<file path="config.mk">
export PLATFORM = sky130hd
export DESIGN_NAME = clk_ratio_detect
export DESIGN_NICKNAME = d
export VERILOG_FILES = /design/src/rtl/clk_ratio_pkg.sv /design/src/rtl/ratio_sync2.sv /design/src/rtl/ratio_meas.sv /design/src/rtl/ratio_sclk_sense.sv /design/src/rtl/ratio_bclk_gen.sv /design/src/rtl/clk_ratio_detect.sv
export SDC_FILE = /design/constraint.sdc
export NUM_CORES = 1
export LEC_CHECK = 0
export CELL_PAD_IN_SITES_DETAIL_PLACEMENT = 1
export CELL_PAD_IN_SITES_GLOBAL_PLACEMENT = 2
export CORE_MARGIN = 2
export CORE_UTILIZATION = 42
export DETAILED_ROUTE_END_ITERATION = 8
export DONT_BUFFER_PORTS = 1
export PLACE_DENSITY = 0.86
export SLEW_MARGIN = 20
export SYNTH_ARGS = -nofsm -noshare
export SYNTH_HDL_FRONTEND = slang
export SYNTH_HIERARCHICAL = 1
export SYNTH_SLANG_ARGS = --single-unit
</file>
<file path="constraint.sdc">
create_clock -name mclk_i -period 4 [get_ports mclk_i]
set_clock_uncertainty 0.15 [all_clocks]
set_input_delay 1.2 -clock mclk_i [delete_from_list [all_inputs] [get_ports mclk_i]]
set_output_delay 1.2 -clock mclk_i [all_outputs]
set_load 0.05 [all_outputs]
</file>
<file path="src/rtl/clk_ratio_pkg.sv">
package clk_ratio_pkg;

  typedef enum logic [1:0] {
    RATIO_256  = 2'b00,
    RATIO_384  = 2'b01,
    RATIO_512  = 2'b10,
    RATIO_NONE = 2'b11
  } ratio_e;

  localparam int unsigned LEN_256 = 256;
  localparam int unsigned LEN_384 = 384;
  localparam int unsigned LEN_512 = 512;

  function automatic ratio_e classify(input logic [15:0] len);
    if (len == 16'(LEN_256)) return RATIO_256;
    if (len == 16'(LEN_384)) return RATIO_384;
    if (len == 16'(LEN_512)) return RATIO_512;
    return RATIO_NONE;
  endfunction

endpackage

</file>
<file path="src/rtl/ratio_sync2.sv">
module ratio_sync2 #(
  parameter int WIDTH = 2
) (
  input  logic             clk_i,
  input  logic             rst_ni,
  input  logic [WIDTH-1:0] d_i,
  output logic [WIDTH-1:0] q_o
);

  for (genvar i = 0; i < WIDTH; i++) begin : g_bit
    logic meta_q, sync_q;
    always_ff @(posedge clk_i or negedge rst_ni) begin
      if (!rst_ni) begin
        meta_q <= 1'b0;
        sync_q <= 1'b0;
      end else begin
        meta_q <= d_i[i];
        sync_q <= meta_q;
      end
    end
    assign q_o[i] = sync_q;
  end

endmodule

</file>
<file path="src/rtl/ratio_meas.sv">
module ratio_meas
  import clk_ratio_pkg::*;
#(
  parameter int CNT_W = 10
) (
  input  logic           clk_i,
  input  logic           rst_ni,
  input  logic           lr_rise_i,
  output logic           locked_o,
  output ratio_e         ratio_o,
  output logic [CNT_W:0] lock_len_o,
  output logic           resync_o
);

  logic [CNT_W-1:0] cnt_q;
  logic [CNT_W:0]   meas, prev_len_q, lock_len_q;
  logic             armed_q, prev_vld_q, locked_q, resync_q;
  ratio_e           ratio_q, meas_code;
  logic             slip;

  // period = cycles since last rise, including this one
  assign meas      = {1'b0, cnt_q} + (CNT_W+1)'(1);
  assign meas_code = classify(16'(meas));

  // early edge, or no edge when the locked period runs out
  assign slip = locked_q && ((lr_rise_i && meas != lock_len_q) ||
                             (!lr_rise_i && meas == lock_len_q));

  always_ff @(posedge clk_i or negedge rst_ni) begin
    if (!rst_ni) begin
      cnt_q      <= '0;
      prev_len_q <= '0;
      lock_len_q <= '0;
      armed_q    <= 1'b0;
      prev_vld_q <= 1'b0;
      locked_q   <= 1'b0;
      resync_q   <= 1'b0;
      ratio_q    <= RATIO_NONE;
    end else begin
      resync_q <= 1'b0;
      if (lr_rise_i)          cnt_q <= '0;
      else if (cnt_q != '1)   cnt_q <= cnt_q + CNT_W'(1);

      if (slip) begin
        locked_q   <= 1'b0;
        ratio_q    <= RATIO_NONE;
        armed_q    <= 1'b0;
        prev_vld_q <= 1'b0;
        resync_q   <= 1'b1;
      end else if (lr_rise_i) begin
        if (!armed_q) begin
          armed_q <= 1'b1;
        end else if (!locked_q) begin
          if (meas_code != RATIO_NONE && prev_vld_q && meas == prev_len_q) begin
            locked_q   <= 1'b1;
            ratio_q    <= meas_code;
            lock_len_q <= meas;
          end
          prev_len_q <= meas;
          prev_vld_q <= (meas_code != RATIO_NONE);
        end
      end
    end
  end

  assign locked_o   = locked_q;
  assign ratio_o    = ratio_q;
  assign lock_len_o = lock_len_q;
  assign resync_o   = resync_q;

  p_code_unlocked_r3: assert property (@(posedge clk_i) disable iff (!rst_ni)
    !locked_q |-> ratio_q == RATIO_NONE);

  p_lock_at_edge_r3: assert property (@(posedge clk_i) disable iff (!rst_ni)
    $rose(locked_q) |-> $past(lr_rise_i));

  p_resync_from_lock_r4: assert property (@(posedge clk_i) disable iff (!rst_ni)
    $rose(resync_q) |-> $past(locked_q));

  p_resync_pulse_r6: assert property (@(posedge clk_i) disable iff (!rst_ni)
    resync_q |=> !resync_q);

endmodule

</file>
<file path="src/rtl/ratio_sclk_sense.sv">
module ratio_sclk_sense #(
  parameter int THR = 15
) (
  input  logic clk_i,
  input  logic rst_ni,
  input  logic lr_edge_i,
  input  logic tog_i,
  output logic ext_o
);

  localparam int TR_W = $clog2(THR + 1);

  logic [TR_W-1:0] tr_q;
  logic            ext_q;

  always_ff @(posedge clk_i or negedge rst_ni) begin
    if (!rst_ni) begin
      tr_q  <= '0;
      ext_q <= 1'b0;
    end else begin
      if (lr_edge_i)                          tr_q <= {{(TR_W-1){1'b0}}, tog_i};
      else if (tog_i && tr_q != TR_W'(THR))   tr_q <= tr_q + TR_W'(1);
      // sticky until reset
      if (tr_q == TR_W'(THR)) ext_q <= 1'b1;
    end
  end

  assign ext_o = ext_q;

  p_ext_sticky_r8: assert property (@(posedge clk_i) disable iff (!rst_ni)
    ext_q |=> ext_q);

  p_ext_needs_count_r7: assert property (@(posedge clk_i) disable iff (!rst_ni)
    $rose(ext_q) |-> $past(tr_q) == TR_W'(THR));

endmodule

</file>
<file path="src/rtl/ratio_bclk_gen.sv">
module ratio_bclk_gen #(
  parameter int CNT_W = 10
) (
  input  logic           clk_i,
  input  logic           rst_ni,
  input  logic           run_i,
  input  logic           restart_i,
  input  logic [CNT_W:0] half_i,
  output logic           bclk_o,
  output logic           stb_o
);

  logic [CNT_W:0] div_q, nxt, last;
  logic           bclk_q, stb_q;

  assign last = (half_i << 1) - {{CNT_W{1'b0}}, 1'b1};
  assign nxt  = (restart_i || !run_i || div_q == last) ? '0 : div_q + (CNT_W+1)'(1);

  always_ff @(posedge clk_i or negedge rst_ni) begin
    if (!rst_ni) begin
      div_q  <= '0;
      bclk_q <= 1'b0;
      stb_q  <= 1'b0;
    end else begin
      div_q  <= nxt;
      bclk_q <= run_i && (nxt < half_i);
      stb_q  <= run_i && (nxt == '0);
    end
  end

  assign bclk_o = bclk_q;
  assign stb_o  = stb_q;

  p_bclk_idle_r9: assert property (@(posedge clk_i) disable iff (!rst_ni)
    !run_i |=> !bclk_o && !stb_o);

  p_stb_on_rise_r10: assert property (@(posedge clk_i) disable iff (!rst_ni)
    stb_o && $past(run_i) |-> bclk_o);

endmodule

</file>
<file path="src/rtl/clk_ratio_detect.sv">
module clk_ratio_detect
  import clk_ratio_pkg::*;
#(
  parameter int CNT_W          = 10,
  parameter int BITS_PER_FRAME = 64,
  parameter int EXT_THR        = 15
) (
  input  logic       mclk_i,
  input  logic       rst_ni,
  input  logic       lrck_i,
  input  logic       sclk_i,
  output logic [1:0] ratio_o,
  output logic       locked_o,
  output logic       ext_mode_o,
  output logic       bclk_o,
  output logic       resync_o,
  output logic       bit_stb_o,
  output logic       frm_stb_o
);

  localparam int SHIFT = $clog2(2 * BITS_PER_FRAME);

  logic [1:0]     sync;
  logic           lr_q, sc_q;
  logic           lr_rise, lr_edge, sc_tog, sc_rise;
  logic           locked, ext_mode, int_stb, run;
  logic [CNT_W:0] lock_len, half_len;
  ratio_e         ratio;

  ratio_sync2 #(.WIDTH(2)) u_sync (
    .clk_i (mclk_i),
    .rst_ni(rst_ni),
    .d_i   ({sclk_i, lrck_i}),
    .q_o   (sync)
  );

  always_ff @(posedge mclk_i or negedge rst_ni) begin
    if (!rst_ni) begin
      lr_q <= 1'b0;
      sc_q <= 1'b0;
    end else begin
      lr_q <= sync[0];
      sc_q <= sync[1];
    end
  end

  assign lr_rise = sync[0] & ~lr_q;
  assign lr_edge = sync[0] ^ lr_q;
  assign sc_tog  = sync[1] ^ sc_q;
  assign sc_rise = sync[1] & ~sc_q;

  ratio_meas #(.CNT_W(CNT_W)) u_meas (
    .clk_i     (mclk_i),
    .rst_ni    (rst_ni),
    .lr_rise_i (lr_rise),
    .locked_o  (locked),
    .ratio_o   (ratio),
    .lock_len_o(lock_len),
    .resync_o  (resync_o)
  );

  ratio_sclk_sense #(.THR(EXT_THR)) u_sense (
    .clk_i    (mclk_i),
    .rst_ni   (rst_ni),
    .lr_edge_i(lr_edge),
    .tog_i    (sc_tog),
    .ext_o    (ext_mode)
  );

  assign half_len = lock_len >> SHIFT;
  assign run      = locked && !ext_mode;

  ratio_bclk_gen #(.CNT_W(CNT_W)) u_bclk (
    .clk_i    (mclk_i),
    .rst_ni   (rst_ni),
    .run_i    (run),
    .restart_i(lr_rise),
    .half_i   (half_len),
    .bclk_o   (bclk_o),
    .stb_o    (int_stb)
  );

  assign ratio_o    = ratio;
  assign locked_o   = locked;
  assign ext_mode_o = ext_mode;
  assign bit_stb_o  = ext_mode ? (locked && sc_rise) : int_stb;
  assign frm_stb_o  = locked && lr_rise;

endmodule

</file>
# == Yosys cells after proc, flatten, opt, wreduce, memory -nomap -nowiden ==
# Cells that the tools add are included.
# classes
add_sub_neg,5
eq_ne,12
mux,35
bitwise_logic,8
n_reduce_logical,28
magnitude_cmp,1
# op_table
op,n
$eq A11 B11 Y1,3
$eq A11 B9 Y1 const B,2
$mux W2,11
$mux W10,2
$mux W1,19
$add A10 B1 Y11 const B,1
$add A11 B1 Y11 const B,1
$eq A11 B10 Y1 const B,1
$logic_and A1 B1 Y1,11
$logic_not A11 Y1,1
$lt A11 B4 Y1,1
$mux W11,1
$ne A11 B11 Y1,1
$add A10 B1 Y10 const B,1
$ne A10 B10 Y1 const B,1
$reduce_bool A2 Y1,5
$mux W4,2
$reduce_and A4 Y1,2
$sub A5 B1 Y6 const B,1
$reduce_and A5 Y1,1
$add A4 B1 Y4 const B,1
$eq A4 B4 Y1 const B,1
$ne A2 B2 Y1 const B,2
$ne A4 B4 Y1 const B,1
other kinds (7),16
# word_totals
out_inout_bits,8
elab_cells,108
ff_bits,62
input_bits,4

# == Logic depth before layout (Yosys ltp) ==
# Gate-level depths: netlist of run 1.
# logic_depth
word_depth,17
mapped_depth,14
ltp_nobuf,14

# == Modules after synthesis ==
# Netlist of run 1, hierarchy kept.
# by_module_without_submodules
module,instances,seq_area_each_um2,cells_per_inst,area_each_um2
ratio_meas,1,953.4,221,2298.5
ratio_bclk_gen,1,325.3,151,1253.7
ratio_sclk_sense,1,125.1,23,246.5
clk_ratio_detect,1,50.0,14,122.6
ratio_sync2,1,100.1,6,115.1

# == Worst setup path after synthesis of run 1 ==
# Ideal clock, no wire load.
# synth_timing
kind,reg-to-output
from,"reg u_sense.ext_q, in the netlist u_sense/ext_o"
to,out bit_stb_o
path_stages_with_launch,2
required_time_ns,2.650
arrival_ns,1.751
path_buffers,0
path_slack_ns,0.899
cell_sequence,dfrtp_1 o21ai_0
# synth_between
elab_chain_len,1
# synth_rtl
element,line,text
from (decl),ratio_sclk_sense.sv:14,logic ext_q;
from (signal assigned),ratio_sclk_sense.sv:19,ext_q <= 1'b0;
from (signal assigned),ratio_sclk_sense.sv:24,if (tr_q == TR_W'(THR)) ext_q <= 1'b1;
$mux W1,clk_ratio_detect.sv:86,assign bit_stb_o = ext_mode ? (locked && sc_rise) : int_stb;
to (decl),clk_ratio_detect.sv:17,"output logic bit_stb_o,"
# Every way passes these cells.

# == Final worst setup path of run 1 ==
# layout_timing
from,reg u_meas.cnt_q[0]
to,"reg u_meas.ratio_q[0], in the netlist u_meas/ratio_o[0]"
# layout_between
elab_chain_len,13
word_cells_on_any_way,35
cone_classes,add/sub (1); eq/ne (8); mux (16); reduce/logical (10)
# layout_rtl
element,line,text
from (decl),ratio_meas.sv:15,logic [CNT_W-1:0] cnt_q;
from (signal assigned),ratio_meas.sv:42,else if (cnt_q != '1) cnt_q <= cnt_q + CNT_W'(1);
$add A10 B1 Y11 (*),ratio_meas.sv:22,"assign meas = {1'b0, cnt_q} + (CNT_W+1)'(1);"
$eq A11 B10 Y1,clk_ratio_pkg.sv:17,if (len == 16'(LEN_512)) return RATIO_512;
$mux W1 (2 in a row),clk_ratio_pkg.sv:17,
$mux W1,clk_ratio_pkg.sv:16,if (len == 16'(LEN_384)) return RATIO_384;
$mux W2,clk_ratio_pkg.sv:18,return RATIO_NONE;
$mux W2,clk_ratio_pkg.sv:17,
$mux W2,clk_ratio_pkg.sv:16,
$mux W2 or $ne A2 B2 Y1 (tied branches),ratio_meas.sv:54,if (meas_code != RATIO_NONE && prev_vld_q && meas == prev_len_q) begin
$mux W2 or $logic_and A1 B1 Y1 (tied branches),"ratio_meas.sv:53, ratio_meas.sv:54",
$mux W2 or $logic_and A1 B1 Y1 (tied branches),"ratio_meas.sv:51, ratio_meas.sv:54",
$mux W2 or $reduce_bool A2 Y1 (tied branches),--,
$mux W2 or $reduce_and A4 Y1 (tied branches),--,
to (signal assigned),ratio_meas.sv:56,ratio_q <= meas_code;
to (decl),ratio_meas.sv:18,"ratio_e ratio_q, meas_code;"
# Mark *: on every way between the ends. The rest lies on a longest branch, timed or not. The select of a mux whose other input is x is not followed.
# A chain may end at the register's enable or synchronous reset.

==> impl_results.md, run 1 <==
- Outcome: complete, no violations
- Clock buffer count from CTS: 9
- EDFF count, synth: 0
- CTS Hold Buffers Added: 0
- WP data arrival: 3490 ps
- Worst-path clk slew: 70 ps
- CTS tree: built
- 1st-pass router iterations: 4
- Ys Warns: 6
- Final WL: 9210 µm
- Via count: 2,994
- Initial antenna violation count: 0
- Yosys reg bits: 62
- Synth top area share: 37.2%
- Avg Cell Area, Syn: 9.73 µm²
- Core ar.: 9280 µm²
- NumNets Final: 447
- Layout Area Growth over Synthesis: 7.47%
- Cells after Synth: 415
- CP Class: reg2reg
- Avg WL per Cell: 16.4 µm
- IO Count: 12
- Worst Path Required: 4100 ps
- PwrDens: 351 nW/µm²
- Gr ovfl total: 0
- Port buffer count: 0
- Fmax: 295 MHz
- Critical path capture point type: flop
- Largest net degree at the start of global routing: 63
- Clk buf depth: 2
- Share of cells above drive strength 1: 9.51%
- Die ar.: 10,400 µm²
- Worst setup SP type: flop
- Post-Syn Area: 4040 µm²
- RSZ-0062 raised after global routing: false
- Slowest-stage cell, CP: or3_1
- Worst IR Drop VDD: 0.000280 V
- Finished Core Util: 46.7%
- Total Routing Usage GR: 19.6%
- Hold WC Path Type: reg2reg
- Diode count: 0
- Post-CTS setup buffers: 0
- First-pass GRT wire length: 15,600 µm
- Area leader, netlist: dfrtp_1
- Cell Count, Final, Fillers Out: 560
- Synth top area cells: dfrtp_1, xnor2_1, ha_1, o21ai_0, xor2_1
- Placed cells: 544
- Final worst path period share: 84.7%
- Top-count cell post-synth: dfrtp_1
- GPL Wtd Cong: 0.828
- Die Width: 102 µm
- Reg2reg setup slack: 610 ps
- MaxCap Viol Count: 0
- Synth Flop Type: dfrtp_1
- Remaining antenna violation count: 0
- Final instance area: 4340 µm²
- Leakage power: 1.81 nW
- Critical path's largest stage delay: 630 ps
- Die H: 102 µm
- Worst Tran Pin Value: 685 ps
- Critical Path Fanout Max: 17
- CP delay by family, top: simple AND/OR/NAND/NOR gates
- Vias in the first global route: 3,042
- CP cell instances: ha_1 > nand3_1 > or3_1 > a2111oi_4 > nor4b_4 > nand4_4 > nor3b_2 > o22ai_1
- Asr flop ratio synth: 100%
- Max Transition Viols Final: 0
- Final Hold Violating Endpoints: 0
- Power, Total: 1.52 mW
- Residual DRC: 0
- H-Tree Level Count: 3
- Distinct cells, synth: 71
- Total negative slack: 0 ps
- PostCTS Resize Cnt: 0
- Setup violators final: 0
- Root Buffer: clkbuf_8
- Area after DPL: 4150 µm²
- Sequential share of the synthesized area: 38.5%
- DP HPWL: 6770 µm
- Buffer and inverter count on the worst path: 0
- Fillers: 1,090
- Num rows: 35
- Average vias per placed instance: 5.35
- Initial DRC Count: 177
- Crit path time final: 3390 ps
- Slew Limit Headroom: 54.3%
- Clock Sinks: 62
- Starting density of the core: 43.5%
- Synth top cells by count: dfrtp_1, xnor2_1, nand2_1, nor2_1, inv_1
- Later-pin clock latency in the skew report: 350 ps
state kept, by name, summed over array words and instances (netlist names):
register / cells
u_meas/locked_o: 1
u_meas/ratio_o: 2
u_meas/lock_len_o: 11
u_meas/armed_q: 1
sc_q: 1
u_meas/resync_o: 1
u_sense/tr_q: 4
u_sync/g_bit.meta_q: 2
u_meas/prev_vld_q: 1
u_bclk/stb_o: 1
u_meas/prev_len_q: 11
u_sense/ext_o: 1
u_bclk/div_q: 11
u_bclk/bclk_o: 1
lr_q: 1
u_sync/g_bit.sync_q: 2
u_meas/cnt_q: 10
layout by cell type, fill, tap and decap left out, types with 3 or more instances in the layout:
master,Yosys,routed
dfrtp_1,60,60
xnor2_1,38,38
nand2_1,28,28
nor2_1,26,26
inv_1,25,25
conb_1,1,25
o21ai_0,23,22
a21oi_1,20,20
ha_1,17,17
nand3_1,16,16
xor2_1,13,13
clkbuf_8,0,11
nor3_1,10,10
nand4_1,7,7
and2_1,5,5
a31oi_1,5,5
o31ai_1,5,5
nor2b_1,5,5
xnor3_1,5,5
and2_4,5,5
o21ai_1,3,4
or3_1,4,4
and4_1,4,4
and3_1,3,3
a21o_1,3,3
o32a_1,3,3
o211ai_1,3,3
through the flow:
step / worst slack [ps] / hold WS, ps
final: 610 / 202
after global placement: 721 / 187
after floorplan: 899 / 181
after global routing: 346 / 216
after detailed placement: 625 / 190
after CTS: 607 / 206
report_power, final:
group | switching, mW | total, mW | internal (mW)
Combinational | 0.153 | 0.277 | 0.124
Sequential | 0.0603 | 0.727 | 0.667
Clock | 0.263 | 0.520 | 0.257
cell families (layout without fill, tap and decap cells):
kind of cell,Yosys count,after routing,synth area share [%]
and+or+nand+nor,135,135,19.9
AOI/OAI and AO/OA,88,88,14.8
DFF,62,62,38.5
xor gates and xnor gates,56,56,13.9
buffers and inverters,51,43,6.04
adders and majority gates,17,17,5.27
muxes,5,5,1.52
other,1,25,0.0929
cell type report:
class | count | area (µm²) | area share [%]
Multi-Input combinational cell | 326 | 2330 | 53.7
Sequential cell | 62 | 1550 | 35.8
Tap cell | 129 | 161 | 3.72
Clock buffer | 11 | 151 | 3.49
Inverter | 25 | 93.8 | 2.16
Clock inverter | 5 | 33.8 | 0.779
Timing Repair Buffer | 2 | 15.0 | 0.346
per-layer routing:
layer	share of wire (%)	GRT usage [%]	routed length, µm
met4	1.0	4.92	93
met2	45	29.9	4140
met1	51	28.6	4660
met3	3.4	4.24	315
met5	0	0	0
worst paths after layout:
check,startpoint,cells past startpoint,end
worst max-delay path,u_meas/cnt_q[0],8,u_meas/ratio_o[0]
min in group asynchronous,rst_ni,0,u_meas/prev_len_q[4]
max in group asynchronous,rst_ni,0,u_meas/ratio_o[1]
worst max register to register,u_meas/cnt_q[0],8,u_meas/ratio_o[0]
worst min-delay path,u_sync/g_bit[1].meta_q,0,u_sync/g_bit[1].sync_q
worst min register to register,u_sync/g_bit[1].meta_q,0,u_sync/g_bit[1].sync_q
(Power assumes the default switching activity.)
==> run 2, diff against run 1 <==
clock period = 3.4 ns   (was 4 ns; I/O delays follow)
==> impl_results.md, run 2 (synthesis results as in run 1) <==
- Setup WS pre-CTS: 257 ps (was 625 ps)
- Placed cells: 555 (was 544)
- Die ar.: 10,400 µm² (unchanged)
- Setup crit start: u_meas/lock_len_o[8] (was u_meas/cnt_q[0])
- Largest net degree at the start of global routing: 63 (unchanged)
- Critical path's largest stage delay: 480 ps (was 630 ps)
- Final WL: 9450 µm (was 9210 µm)
- CP Class: reg2reg (unchanged)
- Die H: 102 µm (unchanged)
- IO Count: 12 (unchanged)
- CTS Hold Buffers Added: 0 (unchanged)
- Root Buffer: clkbuf_8 (unchanged)
- Port buffer count: 0 (unchanged)
- DP HPWL: 6890 µm (was 6770 µm)
- Final Hold Violating Endpoints: 0 (unchanged)
- Slowest-stage cell, CP: or4_1 (was or3_1)
- Worst IR Drop VDD: 0.000244 V (was 0.000280 V)
- Via count: 3,015 (was 2,994)
- MaxCap Viol Count: 0 (unchanged)
- Most frequent cells in the layout: dfrtp_1, xnor2_1, nand2_1 (unchanged)
- NumNets Final: 458 (was 447)
- CTS tree: built (unchanged)
- Cell Count, Final, Fillers Out: 571 (was 560)
- Initial DRC Count: 96 (was 177)
- Slew Limit Headroom: 58.9% (was 54.3%)
- H-Tree Level Count: 3 (unchanged)
- Remaining antenna violation count: 0 (unchanged)
- Total Routing Usage GR: 19.9% (was 19.6%)
- Worst-path clk slew: 80 ps (was 70 ps)
- Worst Path Required: 3520 ps (was 4100 ps)
- Layout Area Growth over Synthesis: 9.55% (was 7.47%)
- Met1 Use GR: 28.8% (was 28.6%)
- PostCTS Resize Cnt: 0 (unchanged)
- Post-CTS setup buffers: 0 (unchanged)
- Critical path capture point type: flop (unchanged)
- Hold path start: u_sync/g_bit[0].meta_q (was u_sync/g_bit[1].meta_q)
- Share of cells above drive strength 1: 12.0% (was 9.51%)
- Avg WL per Cell: 16.5 µm (was 16.4 µm)
- Gr busiest metal: met2 (unchanged)
- Vias in the first global route: 3,127 (was 3,042)
- 1st-pass router iterations: 4 (unchanged)
- WP data arrival: 3250 ps (was 3490 ps)
- GRT met2 Usage: 30.6% (was 29.9%)
- CP cell instances: or3_4 > or4_1 > a21oi_1 > nand4_1 > o21bai_4 > nor2_1 > ha_1 > a21o_1 > a21o_1 > a21oi_1 > o21ai_0 > a21oi_1 (was ha_1 > nand3_1 > or3_1 > a2111oi_4 > nor4b_4 > nand4_4 > nor3b_2 > o22ai_1)
- PwrDens: 409 nW/µm² (was 351 nW/µm²)
- Later-pin clock latency in the skew report: 340 ps (was 350 ps)
- Num rows: 35 (unchanged)
- RSZ-0062 raised after global routing: false (unchanged)
- Average vias per placed instance: 5.28 (was 5.35)
- Top cell by count, worst path: a21oi_1
- Area after DPL: 4240 µm² (was 4150 µm²)
- Fmax: 319 MHz (was 295 MHz)
- Worst Tran Pin Value: 617 ps (was 685 ps)
- Critical Path Fanout Max: 10 (was 17)
- Worst setup SP type: flop (unchanged)
- Clock buffer count from CTS: 9 (unchanged)
- Gr ovfl total: 0 (unchanged)
- Die Width: 102 µm (unchanged)
- Total negative slack: 0 ps (unchanged)
- Hold WC Path Type: reg2reg (unchanged)
- Worst flop-to-flop path startpoint: u_meas/lock_len_o[8] (was u_meas/cnt_q[0])
- Starting density of the core: 43.5% (unchanged)
- Initial antenna violation count: 0 (unchanged)
- First-pass GRT wire length: 16,000 µm (was 15,600 µm)
- Worst setup margin: 269 ps (was 610 ps)
- Most common cell after layout, fill and taps aside: dfrtp_1 (unchanged)
- GR Util met3: 3.08% (was 4.24%)
- Final worst path period share: 92.1% (was 84.7%)
- Clock Sinks: 62 (unchanged)
- Setup violators final: 0 (unchanged)
- Core ar.: 9280 µm² (unchanged)
- Max Transition Viols Final: 0 (unchanged)
- Crit path time final: 3130 ps (was 3390 ps)
- Final instance area: 4420 µm² (was 4340 µm²)
- Outcome: complete, no violations (unchanged)
- Diode count: 0 (unchanged)
- Leakage power: 1.86 nW (was 1.81 nW)
- GPL Wtd Cong: 0.839 (was 0.828)
- Fillers: 1,088 (was 1,090)
- Clk buf depth: 2 (unchanged)
- Residual DRC: 0 (unchanged)
==> run 2: changes by cell type in the layout (fill, tap and decap cells not counted), sizes merged <==
cell | before | now
buf | 2 | 13
clkbuf | 11 | 10
inv | 25 | 26
==> run 2: cell type report <==
type | instances | area, µm² | area share, %
clock inverter | 6 | 46.3 | 1.05
inverter | 25 | 93.8 | 2.12
multi-input combinational | 326 | 2330 | 52.7
timing repair buffer | 13 | 97.6 | 2.21
clock buffer | 10 | 138 | 3.11
tap | 129 | 161 | 3.65
sequential | 62 | 1550 | 35.1
==> run 2: metrics by stage <==
step	total power, mW	util (%)	hold slack [ps]
4_1_cts	1.83	47.6	204
5_1_grt	1.90	47.6	199
2_1_floorplan	1.12	-	181
6_report	1.81	47.6	202
3_3_place_gp	1.19	45.6	185
3_5_place_dp	1.21	45.6	186
==> run 2: routing by layer <==
layer,vias to the layer above,share of wire (%)
met5,-,0
met4,0,1.0
met3,7,3.2
met2,48,45
li1,1467,-
met1,1493,51
==> run 2: path summary, 6_finish.rpt <==
path | cells past startpoint | to | slack (ps)
max in group asynchronous | 0 | u_meas/ratio_o[0] | 2690
hold reg to reg | 0 | u_sync/g_bit[0].sync_q | 200
setup / recovery | 12 | u_bclk/bclk_o | 270
setup reg to reg | 12 | u_bclk/bclk_o | 270
min in group asynchronous | 0 | u_bclk/div_q[9] | 220
hold / removal | 0 | u_sync/g_bit[0].sync_q | 200
==> run 2: critical path, delay by kind of cell, from the launching register on <==
family / cells / cell delay [ps]
flops: 1 / 420
compound gates: 7 / 1150
simple gates: 4 / 1160
fa+ha+maj: 1 / 190
==> run 2: power breakdown <==
group	switching [mW]	total [mW]	internal [mW]
clock network	0.321	0.609	0.288
registers	0.0604	0.845	0.784
logic	0.193	0.352	0.160
==> run 3, diff against run 2 <==
ABC_AREA = 1   (was unset)
CORE_UTILIZATION = 37   (was 42)
PLACE_DENSITY = 0.85   (was 0.86)
==> impl_results.md, run 3 <==
- Num rows: 38 (was 35)
- First-pass GRT wire length: 17,600 µm (was 16,000 µm)
- Slew Limit Headroom: 61.7% (was 58.9%)
- Leakage power: 2.37 nW (was 1.86 nW)
- Synth Flop Type: dfrtp_1 (unchanged)
- Final worst path period share: 86.4% (was 92.1%)
- R2R depth: 18 (was 12)
- Sequential share of the synthesized area: 38.6% (was 38.5%)
- IO Count: 12 (unchanged)
- Multi-input gate area: 2110 µm² (was 2330 µm²)
- Share of cells above drive strength 1: 11.1% (was 12.0%)
- NumNets Final: 611 (was 458)
- Setup violators final: 0 (unchanged)
- Synth top cells by count: nand2_1, inv_1, dfrtp_1, nand3_1, nor2_1 (was dfrtp_1, xnor2_1, nand2_1, nor2_1, inv_1)
- Synth top area cells: dfrtp_1, nand2_1, inv_1, nand3_1, ha_1 (was dfrtp_1, xnor2_1, ha_1, o21ai_0, xor2_1)
- Sw power: 0.561 mW (was 0.575 mW)
- Fillers: 1,404 (was 1,088)
- Avg WL per Cell: 14.0 µm (was 16.5 µm)
- Clock Sinks: 62 (unchanged)
- Most frequent cells in the layout: nand2_1, inv_1, dfrtp_1 (was dfrtp_1, xnor2_1, nand2_1)
- CTS Hold Buffers Added: 0 (unchanged)
- MaxCap Viol Count: 0 (unchanged)
- Layout Area Growth over Synthesis: 10.5% (was 9.55%)
- Post-CTS setup buffers: 0 (unchanged)
- Avg Cell Area, Syn: 7.12 µm² (was 9.73 µm²)
- Worst setup SP type: flop (unchanged)
- WP data arrival: 3020 ps (was 3250 ps)
- Int Power: 1.22 mW (was 1.23 mW)
- Starting density of the core: 37.6% (was 43.5%)
- Hold Slack: 209 ps (was 202 ps)
- Vias in the first global route: 3,684 (was 3,127)
- Register area: 1550 µm² (unchanged)
- Remaining antenna violation count: 0 (unchanged)
- Fmax: 340 MHz (was 319 MHz)
- Initial DRC Count: 152 (was 96)
- PwrDens: 402 nW/µm² (was 409 nW/µm²)
- Area leader, netlist: dfrtp_1 (unchanged)
- Worst IR Drop VDD: 0.000240 V (was 0.000244 V)
- Final WL: 10,300 µm (was 9450 µm)
- Worst Path Required: 3480 ps (was 3520 ps)
- Total Routing Usage GR: 19.4% (was 19.9%)
- Final Hold Violating Endpoints: 0 (unchanged)
- Root Buffer: clkbuf_8 (unchanged)
- Residual DRC: 0 (unchanged)
- Cells after Synth: 565 (was 415)
- EDFF count, synth: 0 (unchanged)
- Largest net degree at the start of global routing: 63 (unchanged)
- Seq pwr share: 46.6% (was 46.8%)
- Worst-path clk slew: 80 ps (about the same)
- Outcome: complete, no violations (unchanged)
- CTS tree: built (unchanged)
- Die ar.: 11,700 µm² (was 10,400 µm²)
- Critical path capture point type: flop (unchanged)
- Post-Syn Area: 4020 µm² (was 4040 µm²)
- Initial antenna violation count: 0 (unchanged)
- Distinct cells, synth: 37 (was 71)
- Asr flop ratio synth: 100% (unchanged)
- RSZ-0062 raised after global routing: false (unchanged)
- Switch share: 31.4% (was 31.8%)
- Critical Path Fanout Max: 9 (was 10)
- Combinational power share: 15.7% (was 19.5%)
- Power share of the clock group: 37.7% (was 33.7%)
- Via count: 3,514 (was 3,015)
- PostCTS Resize Cnt: 0 (unchanged)
- Synth top area share: 37.3% (was 37.2%)
- H-Tree Level Count: 3 (unchanged)
- 1st-pass router iterations: 4 (unchanged)
- Top-count cell post-synth: nand2_1 (was dfrtp_1)
- Average vias per placed instance: 4.78 (was 5.28)
- Core ar.: 10,700 µm² (was 9280 µm²)
- Crit path time final: 2940 ps (was 3130 ps)
- Port buffer count: 0 (unchanged)
- Later-pin clock latency in the skew report: 340 ps (about the same)
- Slowest-stage cell, CP: dfrtp_1 (was or4_1)
- Hold WC Path Type: in2async (was reg2reg)
- Gr ovfl total: 0 (unchanged)
- Finished Core Util: 41.6% (was 47.6%)
- Die Width: 108 µm (was 102 µm)
- Ys Warns: 6 (unchanged)
- Diode count: 0 (unchanged)
- Max Transition Viols Final: 0 (unchanged)
- Yosys reg bits: 62 (unchanged)
- DP HPWL: 8340 µm (was 6890 µm)
- Clock buffer count from CTS: 9 (unchanged)
- Clk buf depth: 2 (unchanged)
- GPL Wtd Cong: 0.783 (was 0.839)
- Worst setup margin: 461 ps (was 269 ps)
- Top cell by count, worst path: nand2_1 (was a21oi_1)
- CP Class: reg2reg (unchanged)
- Setup WS pre-CTS: 419 ps (was 257 ps)
- Total negative slack: 0 ps (unchanged)
- Die H: 108 µm (was 102 µm)
- CP cell instances: inv_1 > ha_1 > nand2_1 > o21ai_1 > nand2_1 > nand2_1 > nand2_1 > nor2_4 > nand3_4 > nand2_4 > inv_1 > nand3_1 > inv_1 > ha_1 > a21oi_1 > o21a_1 > o211ai_1 > a21oi_1 (was or3_4 > or4_1 > a21oi_1 > nand4_1 > o21bai_4 > nor2_1 > ha_1 > a21o_1 > a21o_1 > a21oi_1 > o21ai_0 > a21oi_1)
- Most common cell after layout, fill and taps aside: nand2_1 (was dfrtp_1)
- Worst Tran Pin Value: 574 ps (was 617 ps)
- Critical path's largest stage delay: 450 ps (was 480 ps)
-- run 3: cells by family (layout without fill, tap and decap cells) --
logic type,after synthesis,in the layout,synth area share (%)
fa+ha+maj,17,17,5.29
buf+inv,109,120,10.6
other cells,1,20,0.0933
compound gates,45,45,6.50
xor+xnor,14,14,3.39
flops,62,62,38.6
simple gates,317,317,35.5
-- run 3: power groups by stage --
stage	clock network (mW)	logic [mW]	registers, mW
after floorplan	0	0.222	0.829
after global placement	0	0.273	0.842
after detailed placement	0	0.278	0.845
after CTS	0.692	0.280	0.830
after global routing	0.721	0.323	0.838
final	0.673	0.281	0.831
-- run 3: worst max-delay path: cells and delay by family, from the launching register on --
| family | cells | cell delay, ps |
|---|---|---|
| AO/OA/AOI/OAI | 5 | 650 |
| adder cells (fa/ha/maj) | 2 | 520 |
| buffers and inverters | 3 | 250 |
| flip-flops | 1 | 450 |
| AND/OR/NAND/NOR | 8 | 810 |
-- run 3: final cells by class --
type	count	area share, %
clock inverters	7	1.83
well taps	140	3.94
repair buffers	2	0.338
clock buffers	9	2.79
inverters	102	8.61
flip-flops and latches	62	35.0
multi-input cells	413	47.5
-- run 3: layer usage --
layer | up-vias | track usage, % | routed length, µm
li1 | 1783 | - | -
met1 | 1697 | 22.5 | 4450
met2 | 22 | 36.2 | 5530
met3 | 12 | 3.56 | 151
met4 | 0 | 5.31 | 189
met5 | - | 0 | 0
-- run 3: path summary, 6_finish.rpt --
check / start / to / slack (ps)
max in group asynchronous: rst_ni / u_meas/ratio_o[1] / 2670
setup / recovery: u_meas/lock_len_o[7] / u_bclk/bclk_o / 460
min in group mclk_i: u_sync/g_bit[1].meta_q / u_sync/g_bit[1].sync_q / 210
setup reg to reg: u_meas/lock_len_o[7] / u_bclk/bclk_o / 460
hold reg to reg: u_sync/g_bit[1].meta_q / u_sync/g_bit[1].sync_q / 210
hold / removal: rst_ni / u_meas/prev_len_q[1] / 210
-- run 3: metrics by stage --
step,total power [mW],area (µm²),cells
after floorplan,1.05,4090,584
after global placement,1.12,4240,719
after detailed placement,1.12,4240,719
after CTS,1.80,4450,735
after global routing,1.88,4450,735
final,1.79,4450,735
